`src/rtl/sync_hunt_pkg.sv`:
```
package sync_hunt_pkg;
  localparam int SYNC_BITS_DEF = 24;
  localparam int TOL_W_DEF     = 2;
  localparam int LEN_W_DEF     = 8;
  localparam int BYTE_BITS     = 8;

  function automatic int cnt_w(input int max_val);
    return $clog2(max_val + 1);
  endfunction
endpackage

```
`src/rtl/sync_window.sv`:
```
module sync_window #(
  parameter int WIN = 24
) (
  input  logic           clk,
  input  logic           rst_n,
  input  logic           take,
  input  logic           bit_in,
  output logic [WIN-1:0] win_next,
  output logic           full_next
);
  localparam int FILL_W = sync_hunt_pkg::cnt_w(WIN);

  logic [WIN-1:0]    shreg;
  logic [FILL_W-1:0] fill;

  assign win_next  = {shreg[WIN-2:0], bit_in};
  assign full_next = (fill >= FILL_W'(WIN - 1));

  always_ff @(posedge clk) begin
    if (!rst_n) begin
      shreg <= '0;
      fill  <= '0;
    end else if (take) begin
      shreg <= win_next;
      if (fill != FILL_W'(WIN)) fill <= fill + FILL_W'(1);
    end
  end
endmodule

```
`src/rtl/sync_mismatch.sv`:
```
module sync_mismatch #(
  parameter int WIN = 24,
  parameter int MISS_W = 5
) (
  input  logic [WIN-1:0]    seen,
  input  logic [WIN-1:0]    want,
  output logic [MISS_W-1:0] count
);
  logic [WIN-1:0] diff;
  assign diff = seen ^ want;

  always_comb begin
    count = '0;
    for (int i = 0; i < WIN; i++) count = count + MISS_W'(diff[i]);
  end
endmodule

```
`src/rtl/sync_hold_timer.sv`:
```
module sync_hold_timer #(
  parameter int LEN_W = 8,
  parameter int BYTE_BITS = 8
) (
  input  logic             clk,
  input  logic             rst_n,
  input  logic             take,
  input  logic             load,
  input  logic [LEN_W-1:0] len,
  output logic             hold
);
  localparam int PH_W = $clog2(BYTE_BITS);

  logic [LEN_W-1:0] bytes_left;
  logic [PH_W-1:0]  phase;

  always_ff @(posedge clk) begin
    if (!rst_n) begin
      bytes_left <= '0;
      phase      <= '0;
      hold       <= 1'b0;
    end else if (load) begin
      bytes_left <= len;
      phase      <= '0;
      hold       <= (len != '0);
    end else if (take && hold) begin
      if (phase == PH_W'(BYTE_BITS - 1)) begin
        phase      <= '0;
        bytes_left <= bytes_left - LEN_W'(1);
        if (bytes_left == LEN_W'(1)) hold <= 1'b0;
      end else begin
        phase <= phase + PH_W'(1);
      end
    end
  end
endmodule

```
`src/rtl/sync_hunt_top.sv`:
```
module sync_hunt_top #(
  parameter int WIN   = sync_hunt_pkg::SYNC_BITS_DEF,
  parameter int TOL_W = sync_hunt_pkg::TOL_W_DEF,
  parameter int LEN_W = sync_hunt_pkg::LEN_W_DEF
) (
  input  logic             clk,
  input  logic             rst_n,
  input  logic             bit_valid,
  input  logic             bit_data,
  output logic             bit_ready,
  input  logic [WIN-1:0]   sync_pattern,
  input  logic [TOL_W-1:0] err_allow,
  input  logic [LEN_W-1:0] pkt_bytes,
  input  logic             lock_on_sync,
  output logic             detect_pulse,
  output logic             afc_hold
);
  localparam int MISS_W = sync_hunt_pkg::cnt_w(WIN);

  logic              take;
  logic [WIN-1:0]    win_next;
  logic              full_next;
  logic [MISS_W-1:0] miss;
  logic              hit;

  assign bit_ready = 1'b1;
  assign take      = bit_valid & bit_ready;

  sync_window #(.WIN(WIN)) u_window (
    .clk(clk), .rst_n(rst_n), .take(take), .bit_in(bit_data),
    .win_next(win_next), .full_next(full_next)
  );

  sync_mismatch #(.WIN(WIN), .MISS_W(MISS_W)) u_mismatch (
    .seen(win_next), .want(sync_pattern), .count(miss)
  );

  assign hit = take & full_next & (miss <= MISS_W'(err_allow));

  always_ff @(posedge clk) begin
    if (!rst_n) detect_pulse <= 1'b0;
    else        detect_pulse <= hit;
  end

  sync_hold_timer #(.LEN_W(LEN_W), .BYTE_BITS(sync_hunt_pkg::BYTE_BITS)) u_hold (
    .clk(clk), .rst_n(rst_n), .take(take),
    .load(hit & lock_on_sync), .len(pkt_bytes), .hold(afc_hold)
  );
endmodule

```
`config.mk`:
```
export PLATFORM = sky130hd
export DESIGN_NAME = sync_hunt_top
export DESIGN_NICKNAME = d
export VERILOG_FILES = /design/src/rtl/sync_hunt_pkg.sv /design/src/rtl/sync_window.sv /design/src/rtl/sync_mismatch.sv /design/src/rtl/sync_hold_timer.sv /design/src/rtl/sync_hunt_top.sv
export SDC_FILE = /design/constraint.sdc
export NUM_CORES = 1
export LEC_CHECK = 0
export BUFFER_PORTS_ARGS = -buffer_cell sky130_fd_sc_hd__clkbuf_2
export CAP_MARGIN = 20
export CELL_PAD_IN_SITES_DETAIL_PLACEMENT = 1
export CELL_PAD_IN_SITES_GLOBAL_PLACEMENT = 1
export CORE_ASPECT_RATIO = 0.9
export CORE_MARGIN = 3
export CORE_UTILIZATION = 47
export DETAILED_ROUTE_END_ITERATION = 8
export PLACE_DENSITY = 0.95
export SYNTH_ARGS = -nofsm -noshare
export SYNTH_HDL_FRONTEND = slang
export SYNTH_SLANG_ARGS = --single-unit
```
`constraint.sdc`:
```
create_clock -name clk -period 9 [get_ports clk]
set_clock_uncertainty 0.15 [all_clocks]
set_input_delay 0.45 -clock clk [delete_from_list [all_inputs] [get_ports clk]]
set_output_delay 0.45 -clock clk [all_outputs]
set_load 0.1 [all_outputs]
```
# [After elaboration in Yosys (flattened, before gate mapping)]
# Cells that the tools add are included.
[word_totals] regBits=41 input_bits=39
[classes] add_sub_neg=26 order_cmp=2 eq_ne=3 muxes=8 n_bitwise=5 n_reduce_logical=9
[ops] operator="5-bit by 1-bit adder with 5-bit output" n=22
[ops] operator="8-bit 2-to-1 mux" n=3
[ops] operator="24-bit XOR" n=1
[ops] operator="8-bit by 1-bit == test with 1-bit output (second input constant)" n=1
[ops] operator="8-bit nonzero test" n=1
[ops] operator="8-bit by 1-bit subtractor with 8-bit output (second input constant)" n=1
[ops] operator="2-bit nonzero test" n=3
[ops] operator="5-bit by 1-bit adder with 5-bit output (second input constant)" n=1
[ops] operator="5-bit greater-or-equal comparator (second input constant)" n=1
[ops] operator="5-bit by 2-bit <= comparator with 1-bit output" n=1
[ops] operator="5-bit inequality test (second input constant)" n=1
[ops] operator="1-bit 2-to-1 mux" n=4
[ops] operator="2-bit AND reduction" n=2
[ops] operator="3-bit by 1-bit adder with 3-bit output (second input constant)" n=1
[ops] operator="1-bit bitwise AND" n=3
[ops] operator="3-bit == test (second input constant)" n=1
[ops] operator="3-bit 2-to-1 mux" n=1
[ops] operator="3-bit AND reduction" n=1
[ops] operator="1-bit by 1-bit adder with 2-bit output" n=1
[ops] operator="2-bit OR reduction" n=1
[ops] operator="1-bit logical AND" n=1
[ops] operator="1-bit inverter" n=1

# [Depth between registers and ports, before layout]
# Gate-level depths: netlist of the first run.
[logic_depth] ltp_word=29 mapped_depth=19 ltp_nobuf=18

# [Modules after synthesis]
# Synthesis of the first run repeated with hierarchy kept, for this count alone.
[unflattened] hier_cells=274 hier_area_um2=2677.6
[by_module_without_submodules] mod="sync_window" n_inst=1 cells_each=106 area_per_inst_um2=1148.6
[by_module_without_submodules] mod="sync_mismatch" n_inst=1 cells_each=76 area_per_inst_um2=759.5
[by_module_without_submodules] mod="sync_hold_timer" n_inst=1 cells_each=75 area_per_inst_um2=655.6
[by_module_without_submodules] mod="sync_hunt_top" n_inst=1 cells_each=17 area_per_inst_um2=113.9

# [Worst setup path after synthesis of the first run]
# No wires, ideal clock.
[synth_path] path_kind="input port to flip-flop" from="in bit_data" to="reg u_hold.bytes_left[0]" setup_ns=0.116 t_arrival_ns=5.664 slack_ns=3.070 stages=17 n_path_buf=1 cell_sequence="xor2_1 -> ha_1 -> inv_1 -> fa_1 -> fa_1 -> fa_1 -> fa_1 -> fa_1 -> fa_1 -> fa_1 -> inv_1 -> ha_1 -> nor2b_1 -> o21ai_0 -> nand4_2 -> buf_6 -> o211a_1"
[synth_via] elab_chain_len=29 elab_cells_between_ends=31 cone_classes="add/sub: 23; order compare: 1; mux: 1; bitwise: 3; reduce/logical: 3"
[synth_lines] item="start, declared" line_no="sync_hunt_top.sv:9" source="input logic bit_data,"
[synth_lines] item="24-bit XOR (*)" line_no="sync_mismatch.sv:10" source="assign diff = seen ^ want;"
[synth_lines] item="1-bit by 1-bit adder with 2-bit output (*)" line_no="sync_mismatch.sv:14" source="for (int i = 0; i < WIN; i++) count = count + MISS_W'(diff[i]);"
[synth_lines] item="5-bit by 1-bit adder with 5-bit output (*) (22 in series)" line_no="sync_mismatch.sv:14"
[synth_lines] item="5-bit by 2-bit <= comparator with 1-bit output (*)" line_no="sync_hunt_top.sv:38" source="assign hit = take & full_next & (miss <= MISS_W'(err_allow));"
[synth_lines] item="1-bit bitwise AND (*)" line_no="sync_hunt_top.sv:38"
[synth_lines] item="1-bit bitwise AND (*)" line_no="sync_hunt_top.sv:47" source=".load(hit & lock_on_sync), .len(pkt_bytes), .hold(afc_hold)"
[synth_lines] item="2-bit nonzero test (no line)"
[synth_lines] item="2-bit AND reduction (no line)"
[synth_lines] item="end signal, assigned" line_no="sync_hold_timer.sv:23" source="bytes_left <= len;"
[synth_lines] item="end signal, assigned" line_no="sync_hold_timer.sv:29" source="bytes_left <= bytes_left - LEN_W'(1);"
[synth_lines] item="end, declared" line_no="sync_hold_timer.sv:14" source="logic [LEN_W-1:0] bytes_left;"
# Every way passes the cells marked *; elsewhere a longest branch is shown, timed or not.
# A chain may end at the register's enable or synchronous reset.

# [Worst setup path in the final report of the first run]
[layout_path] from="reg u_window.shreg[0]" to="reg u_hold.bytes_left[7]"
[layout_via] elab_chain_len=29 elab_cells_between_ends=31 cone_classes="add/sub: 23; order compare: 1; mux: 1; bitwise: 3; reduce/logical: 3"
[layout_lines] item="start, declared" line_no="sync_window.sv:13" source="logic [WIN-1:0] shreg;"
[layout_lines] item="start signal, assigned" line_no="sync_window.sv:24" source="shreg <= win_next;"
[layout_lines] item="24-bit XOR (*)" line_no="sync_mismatch.sv:10"
[layout_lines] item="1-bit by 1-bit adder with 2-bit output (*)" line_no="sync_mismatch.sv:14"
[layout_lines] item="5-bit by 1-bit adder with 5-bit output (*) (22 in series)" line_no="sync_mismatch.sv:14"
[layout_lines] item="5-bit by 2-bit <= comparator with 1-bit output (*)" line_no="sync_hunt_top.sv:38"
[layout_lines] item="1-bit bitwise AND (*)" line_no="sync_hunt_top.sv:38"
[layout_lines] item="1-bit bitwise AND (*)" line_no="sync_hunt_top.sv:47"
[layout_lines] item="2-bit nonzero test (no line)"
[layout_lines] item="2-bit AND reduction (no line)"
# Marks and branches as above.

==> results of run 1 <==
[placed cells by master (no fill, tap or decap), drive strengths merged, types with 3 or more instances in the layout]
| cell | n |
|---|---|
| nor3 | 3 |
| xnor2 | 30 |
| mux2i | 24 |
| nor4 | 5 |
| o21ai | 3 |
| fa | 17 |
| nor2 | 6 |
| dfxtp | 41 |
| nand2 | 17 |
| inv | 25 |
| clkbuf | 48 |
| and2 | 4 |
| a21oi | 4 |
| nand3 | 7 |
| nor2b | 26 |
| ha | 15 |
| nand4 | 4 |
| xor2 | 5 |
| o211a | 7 |
[logic make-up after synthesis]
| logic type | Yosys count | share of synthesized area |
|---|---|---|
| buf+inv | 35 | 0.05644 |
| fa+ha+maj | 32 | 0.1985 |
| mux | 24 | 0.09031 |
| compound gates | 18 | 0.05410 |
| xor+xnor | 35 | 0.1152 |
| flops | 41 | 0.3086 |
| simple gates | 79 | 0.1754 |
| other cells | 1 | 0.001410 |
[worst max path at each step]
stage / from / to / slack (ns) / depth (start not counted)
global placement: bit_data / u_hold.bytes_left[7]$_SDFFE_PN0P_ / 2.68 / 18
finish: u_window.shreg[0]$_SDFFE_PN0P_ / u_hold.bytes_left[7]$_SDFFE_PN0P_ / 2.55 / 17
floorplan: bit_data / u_hold.bytes_left[0]$_SDFFE_PN0P_ / 3.07 / 17
global route: u_window.shreg[0]$_SDFFE_PN0P_ / u_hold.bytes_left[7]$_SDFFE_PN0P_ / 2.25 / 17
CTS: u_window.shreg[0]$_SDFFE_PN0P_ / u_hold.bytes_left[7]$_SDFFE_PN0P_ / 2.56 / 17
detailed placement: bit_data / u_hold.bytes_left[7]$_SDFFE_PN0P_ / 2.44 / 18
[state kept, by name, summed over array words and instances (netlist names)]
name / count
u_window.shreg: 23
u_window.fill: 5
u_hold.phase: 3
detect_pulse: 1
u_hold.hold: 1
u_hold.bytes_left: 8
[final cells by class]
type                    instances  area, um2  area share
flip-flops and latches         41      820.8      0.2766
inverters                      25      93.84     0.03162
multi-input cells             189       1689      0.5691
clock buffers                   8      80.08     0.02698
well taps                      67      83.83     0.02825
repair buffers                 40      200.2     0.06745
[stage by stage]
stage	setup slack (ns)	hold slack (ns)	instance area, um2	utilization	power, mW
2_1_floorplan	3.070	0.2895	2660	-	0.4070
3_3_place_gp	2.684	0.2974	2888	0.5399	0.4512
3_5_place_dp	2.436	0.3068	2888	0.5399	0.4881
4_1_cts	2.556	0.2564	2968	0.5549	0.6132
5_1_grt	2.247	0.2466	2968	0.5549	0.6689
6_report	2.546	0.2562	2968	0.5549	0.6055
[where the power goes]
group / internal (mW) / leakage [nW] / switching, mW
combinational: 0.133 / 0.994 / 0.167
clock: 0.0552 / 0.0395 / 0.0657
sequential: 0.183 / 0.331 / 0.00202
[critical path, delay by kind of cell, from the launching register on]
family	cells	cell delay, ns
flip-flops	1	0.36
XOR/XNOR	1	0.19
adder cells (fa/ha/maj)	9	4.22
AO/OA/AOI/OAI	3	0.68
buffers and inverters	2	0.10
AND/OR/NAND/NOR	2	0.61
[routing by layer]
| metal | vias up | GRT usage |
|---|---|---|
| met5 | - | 0 |
| met4 | 0 | 0.09810 |
| met3 | 19 | 0.04671 |
| met2 | 38 | 0.4014 |
| met1 | 977 | 0.2426 |
| li1 | 941 | - |
==> impl_results.md, run 1 <==
* Syn_nets at 336
* Power per cell area at 204.0 mW/mm2
* Final clock period utilization by the worst path at 0.7171
* Cell with the most instances after synthesis: sky130_fd_sc_hd__dfxtp_1
* Worst slew pin tran at 1.077 ns
* Routed Wire Length at 6.842 mm
* Worst flop-to-flop path endpoint: u_hold.bytes_left[7]$_SDFFE_PN0P_
* Biggest area contributors in the synthesized netlist: sky130_fd_sc_hd__dfxtp_1, sky130_fd_sc_hd__fa_1, sky130_fd_sc_hd__xnor2_1
* Maximum vdd drop at 0.1012 mV
* TritonRoute pass-1 iters at 4
* Max-Slew Margin vs Limit at 0.2823
* Top Metal Used: met4
* Number of instances in the placed design at 362
* Post-cts hold buffer count at 0
* Die area at 0.006600 mm2
* Dominant cell type by count on the critical path: sky130_fd_sc_hd__fa_1
* Setup Viol. Count Final at 0
* CTS tree: done
* Initial DRC Count at 84
* Number of buffers on the longest clock path at 2
* Total length of routed met3 wires at 242 um
* Ys flop type: sky130_fd_sc_hd__dfxtp_1
* Share of flip-flops with an asynchronous set or reset at 0
* Avg WL per Cell at 18.49 um
* CTS root buf: sky130_fd_sc_hd__clkbuf_8
* First-pass GRT wire length at 11.25 mm
* Io pins at 42
* Critical-path cell list: xor2_1, ha_1, inv_1, fa_1, fa_1, fa_1, fa_1, fa_1, fa_1, fa_1, inv_1, ha_1, nor2b_1, o21ai_0, nand4_2, o21ai_0, a21oi_1
* Number of enable-type register cells in the synthesized netlist at 0
* Diodes inserted at 0
* Resize count post-CTS at 0
* Gpl congestion at 0.7882
* Hold path endpoint: u_hold.bytes_left[0]$_SDFFE_PN0P_
* Postcts setup bufs at 0
* Placement row count at 25
* Die boundary height at 77.37 um
* Lkg Pwr at 1.364 nW
* Critical path arrival at 6.48 ns
* Startpoint kind of the worst setup timing path: flop
* Number of max-slew violations in the final report at 0
* Critical Path Slowest Stage Cell: sky130_fd_sc_hd__fa_1
* Vias post-DR at 1975
* Overflow left after global routing at 0
* Result of the run: completed
* Clock H-tree levels at 2
* Hold Path Cell Cnt at 2
* Filler-free cell count of the finished design at 370
* Share of Yosys cell area claimed by the top area cell type at 0.3086
* Horizontal die dimension at 85.30 um
* Number of synthesized register bits at 41
* Worst stage delay on the critical path at 0.54 ns
* Clock latency at the later pin of the worst-skew pair at 0.30 ns
* Number of CTS-inserted buffers at 5
* Largest fanout on the critical path at 18
* GRT Overall Usage at 0.2201
* Antenna violations before repair at 0
* Port-buffer cells at 40
* Number of global-route vias before repair at 2284
* Initial core utilization at 0.4973
* Mean instance size in the synthesized netlist at 10.04 um2
* Clk sink count at 41
* Sum of routed wire segments on met1 at 2.697 mm
* Sequential element share of the synthesized area at 0.3086
* Element type at the critical path end: flop
* RSZ-0062 raised after global routing: false
* DP HPWL at 5.203 mm
* Hold violation count in the final report at 0
* Type of the worst min-delay path: input port to flop
* Filler Cell Count at 623
* R2R setup slack at 2.55 ns
* Synth area leader: sky130_fd_sc_hd__dfxtp_1
* Critical setup path kind: flop to flop
* Number of unique standard cell types used by synthesis at 36
* Number of instances in the synthesized netlist at 265
* Worst flop-to-flop path startpoint: u_window.shreg[0]$_SDFFE_PN0P_
* Final layout net count at 373
* Synth-to-layout area growth at 11.57%
* Total number of yosys warnings at 0
* Fmax at 155.0 MHz
* Fraction of final layout cells sized beyond drive strength 1 at 0.1716
* Fin Setup TNS at 0 ns
* Maximum number of pins on one net before global-route repair at 40
* Routed wl met2 at 3.673 mm
* Commonest cells post-synth: sky130_fd_sc_hd__dfxtp_1, sky130_fd_sc_hd__xnor2_1, sky130_fd_sc_hd__nor2b_1
* Worst R2R Path Depth at 17
* Minimum clock period at 6.454 ns
* Placeable core region at 0.005349 mm2
* Clock-pin slew on the worst setup and hold paths at 0.08 ns
* Via-per-instance ratio at 5.338
* DRC errors left at 0
* Netlist area before placement at 0.002660 mm2
* Launch instance of the worst min-delay path: pkt_bytes[0]
* Maximum Capacitance Violations at 0
* CP Data Required Time at 9.02 ns
* Count of antenna-violating nets left after detailed routing at 0
(Power assumes the default switching activity.)
==> run 2: changes to the inputs <==
--- a/config.mk
+++ b/config.mk
@@ -5,15 +5,16 @@
 export SDC_FILE = /design/constraint.sdc
 export NUM_CORES = 1
 export LEC_CHECK = 0
+export ABC_AREA = 1
 export BUFFER_PORTS_ARGS = -buffer_cell sky130_fd_sc_hd__clkbuf_2
 export CAP_MARGIN = 20
 export CELL_PAD_IN_SITES_DETAIL_PLACEMENT = 1
 export CELL_PAD_IN_SITES_GLOBAL_PLACEMENT = 1
 export CORE_ASPECT_RATIO = 0.9
 export CORE_MARGIN = 3
-export CORE_UTILIZATION = 47
+export CORE_UTILIZATION = 38
 export DETAILED_ROUTE_END_ITERATION = 8
-export PLACE_DENSITY = 0.95
+export PLACE_DENSITY = 0.88
 export SYNTH_ARGS = -nofsm -noshare
 export SYNTH_HDL_FRONTEND = slang
 export SYNTH_SLANG_ARGS = --single-unit
==> constraint.sdc (replaced) <==
create_clock -name clk -period 5.6 [get_ports clk]
set_clock_uncertainty 0.15 [all_clocks]
set_input_delay 0.28 -clock clk [delete_from_list [all_inputs] [get_ports clk]]
set_output_delay 0.28 -clock clk [all_outputs]
set_load 0.1 [all_outputs]
==> impl_results.md, run 2 <==
* Result of the run: completed (unchanged)
* Die area at 0.008433 mm2 (was 0.006600 mm2)
* Critical path arrival at 5.64 ns (was 6.48 ns)
* Register name with the most flops: u_window.shreg (unchanged)
* Dpl ws at -0.4026 ns (was 2.436 ns)
* Synth-to-layout area growth at 18.24% (was 11.57%)
* Number of buffers and inverters on the critical path at 4 (was 2)
* Initial DRC Count at 101 (was 84)
* Synth area leader: sky130_fd_sc_hd__dfxtp_1 (unchanged)
* Placeable core region at 0.007112 mm2 (was 0.005349 mm2)
* Lkg Pwr at 1.589 nW (was 1.364 nW)
* Area of the multi-input gates at 0.001817 mm2 (was 0.001689 mm2)
* DRC errors left at 0 (unchanged)
* Diodes inserted at 0 (unchanged)
* Clock H-tree levels at 2 (unchanged)
* Sequential element share of the synthesized area at 0.2932 (was 0.3086)
* TritonRoute pass-1 iters at 4 (unchanged)
* Maximum number of pins on one net before global-route repair at 38 (was 40)
* Placement row count at 29 (was 25)
* Number of enable-type register cells in the synthesized netlist at 0 (unchanged)
* Maximum Capacitance Violations at 0 (unchanged)
* Simple-gate area share of the yosys netlist at 0.2463 (was 0.1754)
* Dominant cell type by count on the critical path: sky130_fd_sc_hd__fa_1 (unchanged)
* Critical Path Slowest Stage Cell: sky130_fd_sc_hd__fa_1 (unchanged)
* Cell area after placement at 0.003058 mm2 (was 0.002888 mm2)
* Synth Area in Adders at 0.1886 (was 0.1985)
* Compound-gate portion of the synthesized area at 0.08494 (was 0.05409)
* Fraction of final layout cells sized beyond drive strength 1 at 0.2005 (was 0.1716)
* Power per cell area at 714.0 mW/mm2 (was 204.0 mW/mm2)
* Avg WL per Cell at 15.66 um (was 18.49 um)
* Clock latency at the later pin of the worst-skew pair at 0.31 ns (was 0.30 ns)
* Number of buffers on the longest clock path at 2 (unchanged)
* DP HPWL at 5.732 mm (was 5.203 mm)
* Clock-pin slew on the worst setup and hold paths at 0.09 ns (was 0.08 ns)
* Xor and xnor fraction of the mapped netlist area at 0.08449 (was 0.1152)
* CP Data Required Time at 5.66 ns (was 9.02 ns)
* Top cell family by delay on the critical path: adder cells (unchanged)
* Netlist area before placement at 0.002799 mm2 (was 0.002660 mm2)
* Worst stage delay on the critical path at 0.58 ns (was 0.54 ns)
* Number of instances in the synthesized netlist at 373 (was 265)
* Highest-count cells in the layout ignoring fill and taps: sky130_fd_sc_hd__nor2_1, sky130_fd_sc_hd__inv_1, sky130_fd_sc_hd__dfxtp_1, sky130_fd_sc_hd__clkbuf_2, sky130_fd_sc_hd__nand2_1 (was sky130_fd_sc_hd__dfxtp_1, sky130_fd_sc_hd__clkbuf_2, sky130_fd_sc_hd__xnor2_1, sky130_fd_sc_hd__nor2b_1, sky130_fd_sc_hd__inv_1)
* Area of all sequential standard cells at 822.0 um2 (was 820.8 um2)
* Type of the worst min-delay path: input port to flop (unchanged)
* Routed Wire Length at 7.938 mm (was 6.842 mm)
* Via-per-instance ratio at 5.039 (was 5.338)
* RSZ-0062 raised after global routing: true (was false)
* Ys flop type: sky130_fd_sc_hd__dfxtp_1 (unchanged)
* Largest fanout on the critical path at 5 (was 18)
* Share of Yosys cell area claimed by the top area cell type at 0.2932 (was 0.3086)
* GRT Overall Usage at 0.1909 (was 0.2201)
* Startpoint kind of the worst setup timing path: flop (unchanged)
* Post-cts hold buffer count at 0 (unchanged)
* Final layout net count at 484 (was 373)
* Clk sink count at 41 (unchanged)
* Number of CTS-inserted buffers at 5 (unchanged)
* Max-Slew Margin vs Limit at 0.4895 (was 0.2823)
* Number of max-slew violations in the final report at 0 (unchanged)
* Horizontal die dimension at 96.47 um (was 85.30 um)
* Filler Cell Count at 903 (was 623)
* Flip-flop count of the largest register, all copies and words added at 23 (unchanged)
* Syn_nets at 444 (was 336)
* Initial core utilization at 0.3936 (was 0.4973)
* Total number of yosys warnings at 0 (unchanged)
* First-pass GRT wire length at 12.41 mm (was 11.25 mm)
* Fin Setup TNS at 0 ns (unchanged)
* Fmax at 179.1 MHz (was 155.0 MHz)
* Setup Viol. Count Final at 0 (unchanged)
* Overflow left after global routing at 0 (unchanged)
* Cell with the most instances after synthesis: sky130_fd_sc_hd__nor2_1 (was sky130_fd_sc_hd__dfxtp_1)
* Port-buffer cells at 40 (unchanged)
* Post-route cell area at 0.003309 mm2 (was 0.002968 mm2)
* Total power after layout at 2.363 mW (was 0.6055 mW)
* Filler-free cell count of the finished design at 507 (was 370)
* Mean instance size in the synthesized netlist at 7.504 um2 (was 10.04 um2)
* CTS tree: done (unchanged)
* CTS root buf: sky130_fd_sc_hd__clkbuf_8 (unchanged)
* Maximum vdd drop at 0.4413 mV (was 0.1012 mV)
* Worst slew pin tran at 0.7649 ns (was 1.077 ns)
* Multiplexer share of the synthesized area at 0 (was 0.09031)
* Critical-path cell list: xor2_1, ha_1, inv_2, fa_1, fa_1, fa_1, fa_1, fa_1, fa_2, fa_1, inv_2, ha_4, nand2_2, nand2_2, nand2_4, nand2_4, inv_4, nand4_4, nand2_2, nand3_1, nand2_1, inv_1 (was xor2_1, ha_1, inv_1, fa_1, fa_1, fa_1, fa_1, fa_1, fa_1, fa_1, inv_1, ha_1, nor2b_1, o21ai_0, nand4_2, o21ai_0, a21oi_1)
* Count of antenna-violating nets left after detailed routing at 0 (unchanged)
* Number of synthesized register bits at 41 (unchanged)
* Hold violation count in the final report at 0 (unchanged)
* Number of global-route vias before repair at 2638 (was 2284)
* Fin worst setup slack at 0.01556 ns (was 2.546 ns)
* Die boundary height at 87.42 um (was 77.37 um)
* Io pins at 42 (unchanged)
* Combinational family with the most area after synthesis: simple AND/OR/NAND/NOR gates (was adder cells)
* Number of unique standard cell types used by synthesis at 28 (was 36)
* Registers with the most flip-flops: u_window.shreg (23), u_hold.bytes_left (8), u_window.fill (5) (unchanged)
* Final clock period utilization by the worst path at 0.9972 (was 0.7171)
* Share of flip-flops with an asynchronous set or reset at 0 (unchanged)
* Gpl congestion at 0.7971 (was 0.7882)
* Element type at the critical path end: flop (unchanged)
* Commonest cells post-synth: sky130_fd_sc_hd__nor2_1, sky130_fd_sc_hd__inv_1, sky130_fd_sc_hd__nand2_1 (was sky130_fd_sc_hd__dfxtp_1, sky130_fd_sc_hd__xnor2_1, sky130_fd_sc_hd__nor2b_1)
* Critical setup path kind: flop to flop (unchanged)
* Minimum clock period at 5.584 ns (was 6.454 ns)
* Biggest area contributors in the synthesized netlist: sky130_fd_sc_hd__dfxtp_1, sky130_fd_sc_hd__fa_1, sky130_fd_sc_hd__nor2_1 (was sky130_fd_sc_hd__dfxtp_1, sky130_fd_sc_hd__fa_1, sky130_fd_sc_hd__xnor2_1)
* Antenna violations before repair at 0 (unchanged)
* Number of instances in the placed design at 496 (was 362)
* R2R setup slack at 0.02 ns (was 2.55 ns)
* Vias post-DR at 2555 (was 1975)
* Most common cell after layout, fill and taps aside: sky130_fd_sc_hd__nor2_1 (was sky130_fd_sc_hd__dfxtp_1)
## run 2: cell families after synthesis
logic type,Yosys count
XOR/XNOR,27
buffers and inverters,67
AND/OR/NAND/NOR,159
flip-flops,41
AO/OA/AOI/OAI,46
other,1
adder cells (fa/ha/maj),32
## run 2: what timing repair did
action	in CTS	in global routing
buffers inserted	0	1
setup endpoints to repair	12	12
pin swaps	5	17
gates resized for setup	7	22
gates cloned	2	0
## run 2: layout make-up
class	instances	area share
timing repair buffer	44	0.06957
clock inverter	1	0.009074
clock buffer	7	0.02609
sequential	41	0.2484
multi-input combinational	267	0.5490
inverter	54	0.06276
tap	93	0.03516
## run 2: path summary, 6_finish.rpt
kind                                                      from                                end  cells past startpoint
worst max-delay path            u_window.shreg[0]$_SDFFE_PN0P_  u_hold.bytes_left[5]$_SDFFE_PN0P_                     22
worst min-delay path                                  bit_data     u_window.shreg[0]$_SDFFE_PN0P_                      3
worst max register to register  u_window.shreg[0]$_SDFFE_PN0P_  u_hold.bytes_left[5]$_SDFFE_PN0P_                     22
worst min register to register    u_hold.phase[1]$_SDFFE_PP0P_       u_hold.phase[1]$_SDFFE_PP0P_                      2
## run 2: stage by stage
step	util	hold WS, ns
floorplan	-	0.2649
global placement	0.4300	0.3047
detailed placement	0.4300	0.3142
CTS	0.4532	0.07493
global route	0.4653	0.08493
finish	0.4653	0.08075
## run 2: tightest hold or removal path, delay by kind of cell
kind | cells | cell delay, ns
buf+inv | 1 | 0.10
simple gates | 2 | 0.13
## run 2: power by group
group,internal (mW),switching [mW]
registers,0.303,0.0112
logic,0.674,1.12
clock network,0.146,0.111
total,1.12,1.24
## run 2: layer usage
| layer | up-vias | routed length, um | track usage |
|---|---|---|---|
| met5 | - | 0 | 0 |
| met4 | 0 | 215 | 0.06115 |
| met3 | 19 | 172 | 0.03198 |
| met2 | 40 | 4124 | 0.3496 |
| met1 | 1243 | 3425 | 0.2241 |
| li1 | 1253 | - | - |
